`src/rtl/tag_directory.sv`:
```
module tag_directory #(
  parameter int TAG_W = 8,
  parameter int SET_W = 4,
  parameter int OFF_W = 4
) (
  input  logic                         clk,
  input  logic                         rst,
  input  logic                         req_valid,
  input  logic [TAG_W+SET_W+OFF_W-1:0] req_addr,
  input  logic                         req_write,
  output logic                         rsp_valid,
  output logic [1:0]                   rsp_code,
  output logic [1:0]                   rsp_way,
  output logic [TAG_W-1:0]             rsp_victim_tag,
  output logic                         rsp_writeback
);
  localparam int ADDR_W = TAG_W + SET_W + OFF_W;
  localparam int SETS   = 1 << SET_W;
  localparam int WAYS   = 4;

  logic [TAG_W-1:0] tags  [SETS][WAYS];
  logic [WAYS-1:0]  valid [SETS];
  logic [WAYS-1:0]  dirty [SETS];
  logic [2:0]       tree  [SETS];

  logic [TAG_W-1:0] a_tag;
  logic [SET_W-1:0] a_set;
  assign a_tag = req_addr[ADDR_W-1 -: TAG_W];
  assign a_set = req_addr[OFF_W +: SET_W];

  logic [WAYS-1:0] match;
  for (genvar w = 0; w < WAYS; w++) begin : g_cmp
    assign match[w] = valid[a_set][w] && (tags[a_set][w] == a_tag);
  end

  logic [WAYS-1:0] free;
  logic [1:0]      hit_way, free_way, tree_way, way;
  logic            hit, has_free;
  logic [2:0]      t;

  assign hit      = |match;
  assign free     = ~valid[a_set];
  assign has_free = |free;
  assign t        = tree[a_set];
  assign tree_way = t[2] ? {1'b1, t[0]} : {1'b0, t[1]};

  always_comb begin
    hit_way = 2'd0;
    for (int w = WAYS - 1; w >= 0; w--)
      if (match[w]) hit_way = 2'(w);
    free_way = 2'd0;
    for (int w = WAYS - 1; w >= 0; w--)
      if (free[w]) free_way = 2'(w);
  end

  assign way = hit ? hit_way : (has_free ? free_way : tree_way);

  always_ff @(posedge clk) begin
    if (rst) begin
      for (int s = 0; s < SETS; s++) begin
        valid[s] <= '0;
        dirty[s] <= '0;
        tree[s]  <= '0;
      end
      rsp_valid      <= 1'b0;
      rsp_code       <= 2'b00;
      rsp_way        <= 2'd0;
      rsp_victim_tag <= '0;
      rsp_writeback  <= 1'b0;
    end else begin
      rsp_valid     <= req_valid;
      rsp_writeback <= 1'b0;
      if (req_valid) begin
        rsp_way <= way;
        tree[a_set][2] <= ~way[1];
        if (way[1]) tree[a_set][0] <= ~way[0];
        else        tree[a_set][1] <= ~way[0];
        if (hit) begin
          rsp_code       <= 2'b00;
          rsp_victim_tag <= '0;
          if (req_write) dirty[a_set][way] <= 1'b1;
        end else begin
          tags[a_set][way]  <= a_tag;
          valid[a_set][way] <= 1'b1;
          dirty[a_set][way] <= req_write;
          if (has_free) begin
            rsp_code       <= 2'b01;
            rsp_victim_tag <= '0;
          end else begin
            rsp_code       <= {1'b1, dirty[a_set][way]};
            rsp_victim_tag <= tags[a_set][way];
            rsp_writeback  <= dirty[a_set][way];
          end
        end
      end
    end
  end


  rsp_follows_req_chk: assert property (@(posedge clk) disable iff (rst)
    rsp_valid |-> $past(req_valid));

  wb_only_dirty_chk: assert property (@(posedge clk) disable iff (rst)
    rsp_writeback |-> (rsp_valid && rsp_code == 2'b11));

  dirty_has_wb_chk: assert property (@(posedge clk) disable iff (rst)
    (rsp_valid && rsp_code == 2'b11) |-> rsp_writeback);

  victim_zero_chk: assert property (@(posedge clk) disable iff (rst)
    (rsp_valid && !rsp_code[1]) |-> (rsp_victim_tag == '0));

  reset_quiet_chk: assert property (@(posedge clk)
    $past(rst) |-> !rsp_valid);
endmodule

```
`config.mk`:
```
export PLATFORM = sky130hd
export DESIGN_NAME = tag_directory
export DESIGN_NICKNAME = d
export VERILOG_FILES = /design/src/rtl/tag_directory.sv
export SDC_FILE = /design/constraint.sdc
export NUM_CORES = 1
export LEC_CHECK = 0
export BUFFER_PORTS_ARGS = -buffer_cell sky130_fd_sc_hd__buf_2
export CAP_MARGIN = 0
export CORE_AREA = 2 2 230 209
export DETAILED_ROUTE_END_ITERATION = 16
export DIE_AREA = 0 0 232 211
export PLACE_DENSITY = 0.84
export SYNTH_ARGS = -nofsm -noshare
export SYNTH_HDL_FRONTEND = slang
export SYNTH_SLANG_ARGS = --single-unit
```
`constraint.sdc`:
```
create_clock -name clk -period 10.28 [get_ports clk]
set_clock_uncertainty 0.1 [all_clocks]
set_input_delay 1.542 -clock clk [delete_from_list [all_inputs] [get_ports clk]]
set_output_delay 1.542 -clock clk [all_outputs]
set_load 0.02 [all_outputs]
```
After elaboration in Yosys (flattened, before gate mapping)

Memories as Yosys holds them, arrays and structs flattened.
Cells that the tools add are included.

Flip-flop bits (word level): 14
Bits in writable memories: 688
Input port bits: 20
Output and inout bits: 14
Logic and storage cells: 98
Memories: 4

Magnitude comparators: 4
Equality and inequality tests: 4
Muxes and demuxes: 60
Bitwise operators: 9
Reduce and logical (&&, ||, !) cells: 12

Memories:

| name  | depth | bits a word | rd ports | clocked after memory_dff | wr ports | line | text |
|---|---|---|---|---|---|---|---|
| tags  | 16    | 32          | 1        | 0                        | 1        | 21   | `logic [TAG_W-1:0] tags [SETS][WAYS];` |
| dirty | 16    | 4           | 1        | 0                        | 16       | 23   | `logic [WAYS-1:0] dirty [SETS];` |
| valid | 16    | 4           | 1        | 0                        | 16       | 22   | `logic [WAYS-1:0] valid [SETS];` |
| tree  | 16    | 3           | 1        | 0                        | 16       | 24   | `logic [2:0] tree [SETS];` |

Operators with widths:

| operator                                                                            | number |
|---|---|
| 8-bit 2-to-1 mux                                                                    | 5 |
| 4-bit 2-to-1 mux                                                                    | 9 |
| 8-bit == test                                                                       | 4 |
| 32-bit 2-to-1 mux                                                                   | 1 |
| 1-bit 2-to-1 mux                                                                    | 26 |
| 2-bit 2-to-1 mux                                                                    | 13 |
| 8-bit binary-select mux with 2-bit select                                           | 1 |
| 8-bit demux with 2-bit select                                                       | 1 |
| 4-bit OR reduction                                                                  | 4 |
| 10-bit OR reduction                                                                 | 1 |
| 1-bit logical AND                                                                   | 6 |
| 3-bit 2-to-1 mux                                                                    | 2 |
| 4-bit inverter                                                                      | 1 |
| 1-bit OR                                                                            | 4 |
| 3-bit greater-or-equal comparator, second input constant                            | 1 |
| 2-bit by 3-bit less-than comparator with 1-bit output, second input constant        | 1 |
| 3-bit by 1-bit less-than comparator with 1-bit output, second input constant        | 1 |
| 1-bit inverter                                                                      | 3 |
| 2-bit inverter with 3-bit output                                                    | 1 |
| 3-bit OR reduction                                                                  | 1 |
| 1-bit binary-select mux with 2-bit select                                           | 1 |
| 1-bit demux with 2-bit select                                                       | 1 |
| 2-bit by 1-bit greater-or-equal comparator with 1-bit output, second input constant | 1 |

Logic depth before layout (Yosys ltp)

An unclocked memory read counts as a cell.

Word-level depth: 16
Mapped depth: 18
Mapped depth without buffers: 10

Worst setup path after synthesis

OpenSTA, ideal clock, no wires.

Kind: input to register
From: input req_addr[4]
To: memory tags[14][16] (netlist name) (enable)
Library setup time: 0.370 ns
Arrival: 4.943 ns
Required time: 9.810 ns
Slack: 4.867 ns
Stages: 16
Path buffers: 7
Cell sequence: buf_2 buf_6 buf_6 buf_4 mux4_2 a22oi_1 nand2_1 mux2_1 a311oi_1 a31oi_1 o31ai_4 buf_6 buf_6 nand4_4 buf_2 nor2_1

Word-level cells in the longest chain between the ends: 14

Ends and longest elaborated chain:

| item                                                                                                                             | line   | text |
|---|---|---|
| start, declared                                                                                                                  | 9      | `input logic [TAG_W+SET_W+OFF_W-1:0] req_addr,` |
| memory 16 x 32 bit or memory 16 x 4 bit (tied branches)                                                                          | -      |  |
| 8-bit == test or 4-bit inverter (tied branches)                                                                                  | 33, 42 |  |
| 1-bit logical AND or 2-bit 2-to-1 mux (tied branches)                                                                            | 33, 53 |  |
| 2-bit 2-to-1 mux (on tied branches) (3 in a row)                                                                                 | 50, 53 |  |
| 2-bit 2-to-1 mux (on tied branches)                                                                                              | 50, 56 |  |
| 2-bit 2-to-1 mux                                                                                                                 | 56     | `assign way = hit ? hit_way : (has_free ? free_way : tree_way);` |
| 2-bit inverter with 3-bit output (not written as such)                                                                           | 83     | `tags[a_set][way] <= a_tag;` |
| 3-bit greater-or-equal comparator (not written as such) or 3-bit by 1-bit less-than comparator with 1-bit output (tied branches) | 83     |  |
| 1-bit logical AND (not written as such)                                                                                          | 83     |  |
| 8-bit 2-to-1 mux (not written as such)                                                                                           | 83     |  |
| 8-bit demux with 2-bit select                                                                                                    | 83     |  |
| 32-bit 2-to-1 mux (not written as such)                                                                                          | 83     |  |
| end, declared                                                                                                                    | 21     |  |

Several ways; a longest one is shown, not always the timed one.

Final worst setup path

From: input req_addr[4]
To: memory tags[0][24] (netlist name) (enable)

The elaborated chain is that of the path after synthesis.

==> results.yml <==
synth:
  number_of_nets_produced_by_synthesis: 1837
  ys_ff_latch: 702
  synth.top_cells.by_area: "sky130_fd_sc_hd__edfxtp_1 (63%), sky130_fd_sc_hd__mux4_2 (12%), sky130_fd_sc_hd__dfxtp_1 (5.2%)"
  postSynth.asyncResetShare: 0
  synth_largest_area_cell: "sky130_fd_sc_hd__edfxtp_1"
  ys_seq_area_frac: 0.679
  netlist_area_um2: 29900
  ys_dominant_reg_cell: "sky130_fd_sc_hd__edfxtp_1"
  synth_area_per_cell_um2: 16.5
  synth.lib_cells_used.distinct: 67
  syn_inst: 1817
  synth_top_area_frac: 0.626
  yosysWarningCount: 0
  synth-edff-count: 624
finish:
  nNetsFinal: 1822
  post-route-cell-area_um2: 32500
  drive_gt1_frac: 0.203
  area_delta_synth_final_pct: 8.78
  diode_insertion_count_for_antenna_repair: 0
power_and_ir_drop:
  power_per_cell_area_nw_per_um2: 183
  share_comb_of_total_power: 0.061
  internal_power_mw: 4.68
  total_leakage_power_nw: 10.8
  switching_share: 0.214
  share_clk_of_total_power: 0.413
  power.net_switching_mw: 1.27
  seq_power_share: 0.526
  ir_drop_mv: 0.224
routing:
  dr.pass1.iters: 6
  viasPerCell: 7.04
  postRouteAntennaNets: 0
  routed-via-count: 17370
  detailedRoute.firstIterationViolations: 2575
  routed-wl-met3_um: 7730
  post-route-drc-count: 0
  wl_met2_um: 34200
  metal1_wirelength_um: 27600
  top_layer: "met4"
  routed_wire_length_per_instance_um: 29.6
  routed_wirelength_um: 72900
run_status:
  outcome: "complete, no violations"
global_route:
  grt_pass1_wl_um: 108000
  antenna_found_initial: 0
  grt-ovfl-total: 0
  grt_start_max_net_pins: 92
  grt_pass1_vias: 17247
  grt_usage: 0.306
clock_tree:
  maximum_count_of_clock_buffers_along_a_single_path: 3
  clock_tree_from_tritoncts: "yes"
  worst_setup_hold_path_clk_slew_ns: 0.06
  cts_hold_buffers: 0
  root_buffer: "sky130_fd_sc_hd__clkbuf_16"
  post_cts_resize_count: 0
  clock_latency_ns: 0.61
  clkSinkCount: 702
  post-cts-setup-buffer-count: 0
  numCtsBuffers: 68
  htree_levels: 3
critical_path:
  start_kind: "input port"
  endpoint_kind: "flip-flop"
  critical_path_required_ns: 10.39
  criticalPathCategory: "input port to flip-flop"
  worst_path_arrival_time_ns: 7.24
  critical_path_peak_fanout: 91
die:
  core_area_um2: 46500
  horizontal_die_dimension_um: 232
  io-pin-count: 34
  die-height_um: 211
  initial_utilization: 0.644
  die-area_um2: 49000
  num_rows: 75
sta:
  post-route-min-period_ns: 7.13
  tightest_slew_ns: 1.35
  maxSlewHeadroom: 0.0917
  finalHoldViolations: 0
  slew_viol_final: 0
  setup_tns_ns: 0
  achievable-frequency_ghz: 0.140
  report.final.setup_viol: 0
  period_share: 0.693
  grt_setup_unrepaired: "false"
placed_design:
  dp_hpwl_um: 43700
  port_buffers: 29
  place.gp.congestion: 0.942
  detailed_place.area_um2: 30400
job:
  maxCapViolations: 0
hold_path:
  worst_hold_path_type: "flip-flop to flip-flop"
flip-flops by register name, summed over array words and instances (netlist names):
| signal | flops |
|---|---|
| rsp_code | 2 |
| valid | 64 |
| rsp_valid | 1 |
| dirty | 64 |
| rsp_way | 2 |
| tree | 48 |
| rsp_writeback | 1 |
| tags | 512 |
| rsp_victim_tag | 8 |
per-layer routing:
metal	up-vias	track usage
met5	-	0
met4	0	0.141
met3	224	0.0609
met2	1157	0.466
met1	8839	0.435
li1	7150	-
cells in the final DEF, fill, tap and decap left out, types with 4 or more instances in the layout:
cell,instances
sky130_fd_sc_hd__a22oi_1,26
sky130_fd_sc_hd__bufinv_16,4
sky130_fd_sc_hd__nand3_1,17
sky130_fd_sc_hd__o21ai_1,6
sky130_fd_sc_hd__a221o_1,5
sky130_fd_sc_hd__clkbuf_8,5
sky130_fd_sc_hd__clkbuf_16,73
sky130_fd_sc_hd__o2bb2ai_1,64
sky130_fd_sc_hd__clkinv_1,13
sky130_fd_sc_hd__mux2i_1,90
sky130_fd_sc_hd__nor2_1,217
sky130_fd_sc_hd__o31ai_1,11
sky130_fd_sc_hd__nand4_4,4
sky130_fd_sc_hd__and2_1,5
sky130_fd_sc_hd__a22o_1,8
sky130_fd_sc_hd__a2111oi_0,4
sky130_fd_sc_hd__mux4_2,166
sky130_fd_sc_hd__buf_2,26
sky130_fd_sc_hd__o22ai_1,6
sky130_fd_sc_hd__a31o_2,8
sky130_fd_sc_hd__buf_4,36
sky130_fd_sc_hd__nand2_1,80
sky130_fd_sc_hd__a21oi_1,11
sky130_fd_sc_hd__mux2_2,24
sky130_fd_sc_hd__a41o_1,4
sky130_fd_sc_hd__o21ai_0,71
sky130_fd_sc_hd__clkbuf_1,16
sky130_fd_sc_hd__edfxtp_1,624
sky130_fd_sc_hd__a21o_1,14
sky130_fd_sc_hd__clkinv_2,11
sky130_fd_sc_hd__a221oi_1,9
sky130_fd_sc_hd__nand2b_1,8
sky130_fd_sc_hd__inv_1,8
sky130_fd_sc_hd__and3_1,7
sky130_fd_sc_hd__xnor2_1,15
sky130_fd_sc_hd__nor2b_1,10
sky130_fd_sc_hd__nor3_1,11
sky130_fd_sc_hd__dfxtp_1,78
sky130_fd_sc_hd__xor2_1,8
area by class of cell:
| type | count | area [um2] |
|---|---|---|
| fill | 2756 | 13900 |
| clock inverter | 25 | 216 |
| clock buffer | 94 | 1960 |
| sequential | 702 | 20300 |
| timing repair buffer | 64 | 435 |
| multi-input combinational | 953 | 8820 |
| inverter | 13 | 50.0 |
| tap | 616 | 771 |
worst max-delay path, cell delays in order:
cell and delay, ns:
sky130_fd_sc_hd__buf_8 0.73, sky130_fd_sc_hd__buf_12 0.49, sky130_fd_sc_hd__mux4_2 0.57, sky130_fd_sc_hd__mux2i_1 0.32, sky130_fd_sc_hd__mux2i_1 0.15, sky130_fd_sc_hd__xor2_1 0.16
sky130_fd_sc_hd__a2111oi_0 0.47, sky130_fd_sc_hd__and3_1 0.39, sky130_fd_sc_hd__o31ai_4 0.12, sky130_fd_sc_hd__buf_4 0.25, sky130_fd_sc_hd__o21bai_4 0.38, sky130_fd_sc_hd__or3_1 0.80
sky130_fd_sc_hd__nor2_1 0.80
cells by family (layout without fill, tap and decap cells):
| kind of cell | count (synthesis) | in the layout | share of synthesized area |
|---|---|---|---|
| xor gates and xnor gates | 23 | 23 | 0.00673 |
| AOI/OAI and AO/OA | 274 | 274 | 0.0682 |
| DFF | 702 | 702 | 0.679 |
| buffers and inverters | 162 | 196 | 0.0268 |
| muxes | 281 | 281 | 0.164 |
| and+or+nand+nor | 375 | 375 | 0.0552 |
cells in the mapped netlist (6+ instances only):
cell and instances:
sky130_fd_sc_hd__inv_1 8, sky130_fd_sc_hd__nor3_1 11, sky130_fd_sc_hd__xor2_1 8, sky130_fd_sc_hd__nand3_1 17, sky130_fd_sc_hd__o21ai_0 72, sky130_fd_sc_hd__o22ai_1 6, sky130_fd_sc_hd__and3_1 7, sky130_fd_sc_hd__xnor2_1 15
sky130_fd_sc_hd__buf_6 13, sky130_fd_sc_hd__edfxtp_1 624, sky130_fd_sc_hd__mux2_2 24, sky130_fd_sc_hd__dfxtp_1 78, sky130_fd_sc_hd__o31ai_1 11, sky130_fd_sc_hd__a21oi_1 11, sky130_fd_sc_hd__a21o_1 14, sky130_fd_sc_hd__buf_4 16
sky130_fd_sc_hd__a22o_1 8, sky130_fd_sc_hd__a31o_2 8, sky130_fd_sc_hd__o2bb2ai_1 64, sky130_fd_sc_hd__mux2i_1 90, sky130_fd_sc_hd__nor2b_1 10, sky130_fd_sc_hd__clkbuf_1 78, sky130_fd_sc_hd__nand2b_1 8, sky130_fd_sc_hd__buf_1 12
sky130_fd_sc_hd__a22oi_1 26, sky130_fd_sc_hd__mux4_2 166, sky130_fd_sc_hd__nand2_1 80, sky130_fd_sc_hd__nor2_1 218, sky130_fd_sc_hd__buf_2 29, sky130_fd_sc_hd__a221oi_1 9
worst paths after layout:
kind	from	end	slack (ns)	cells past startpoint
worst max register to register	tags[13][4]	tags[0][24]	4.96	10
worst max-delay path	req_addr[4]	tags[0][24]	3.15	13
worst min-delay path	valid[2][0]	valid[2][0]	0.36	1
worst min register to register	valid[2][0]	valid[2][0]	0.36	1
power by group through the flow:
stage          clock network [mW]  registers (mW)  logic, mW
5_1_grt                      2.57            3.13      0.384
4_1_cts                      2.46            3.13      0.358
2_1_floorplan                   0            3.19      0.238
3_3_place_gp                    0            3.19      0.343
6_report                     2.46            3.13      0.365
3_5_place_dp                    0            3.19      0.355
through the flow:
| step | setup slack [ns] | hold WS (ns) | util | power, mW | instances |
|---|---|---|---|---|---|
| floorplan | 4.87 | 0.326 | - | 3.42 | 1817 |
| global placement | 2.70 | 0.339 | 0.654 | 3.53 | 2348 |
| detailed placement | 2.57 | 0.340 | 0.654 | 3.54 | 2348 |
| CTS | 3.15 | 0.358 | 0.701 | 5.95 | 2467 |
| global route | 2.80 | 0.376 | 0.701 | 6.08 | 2467 |
| finish | 3.15 | 0.360 | 0.701 | 5.95 | 2467 |
Note: power is estimated with default switching activity, not from simulation.
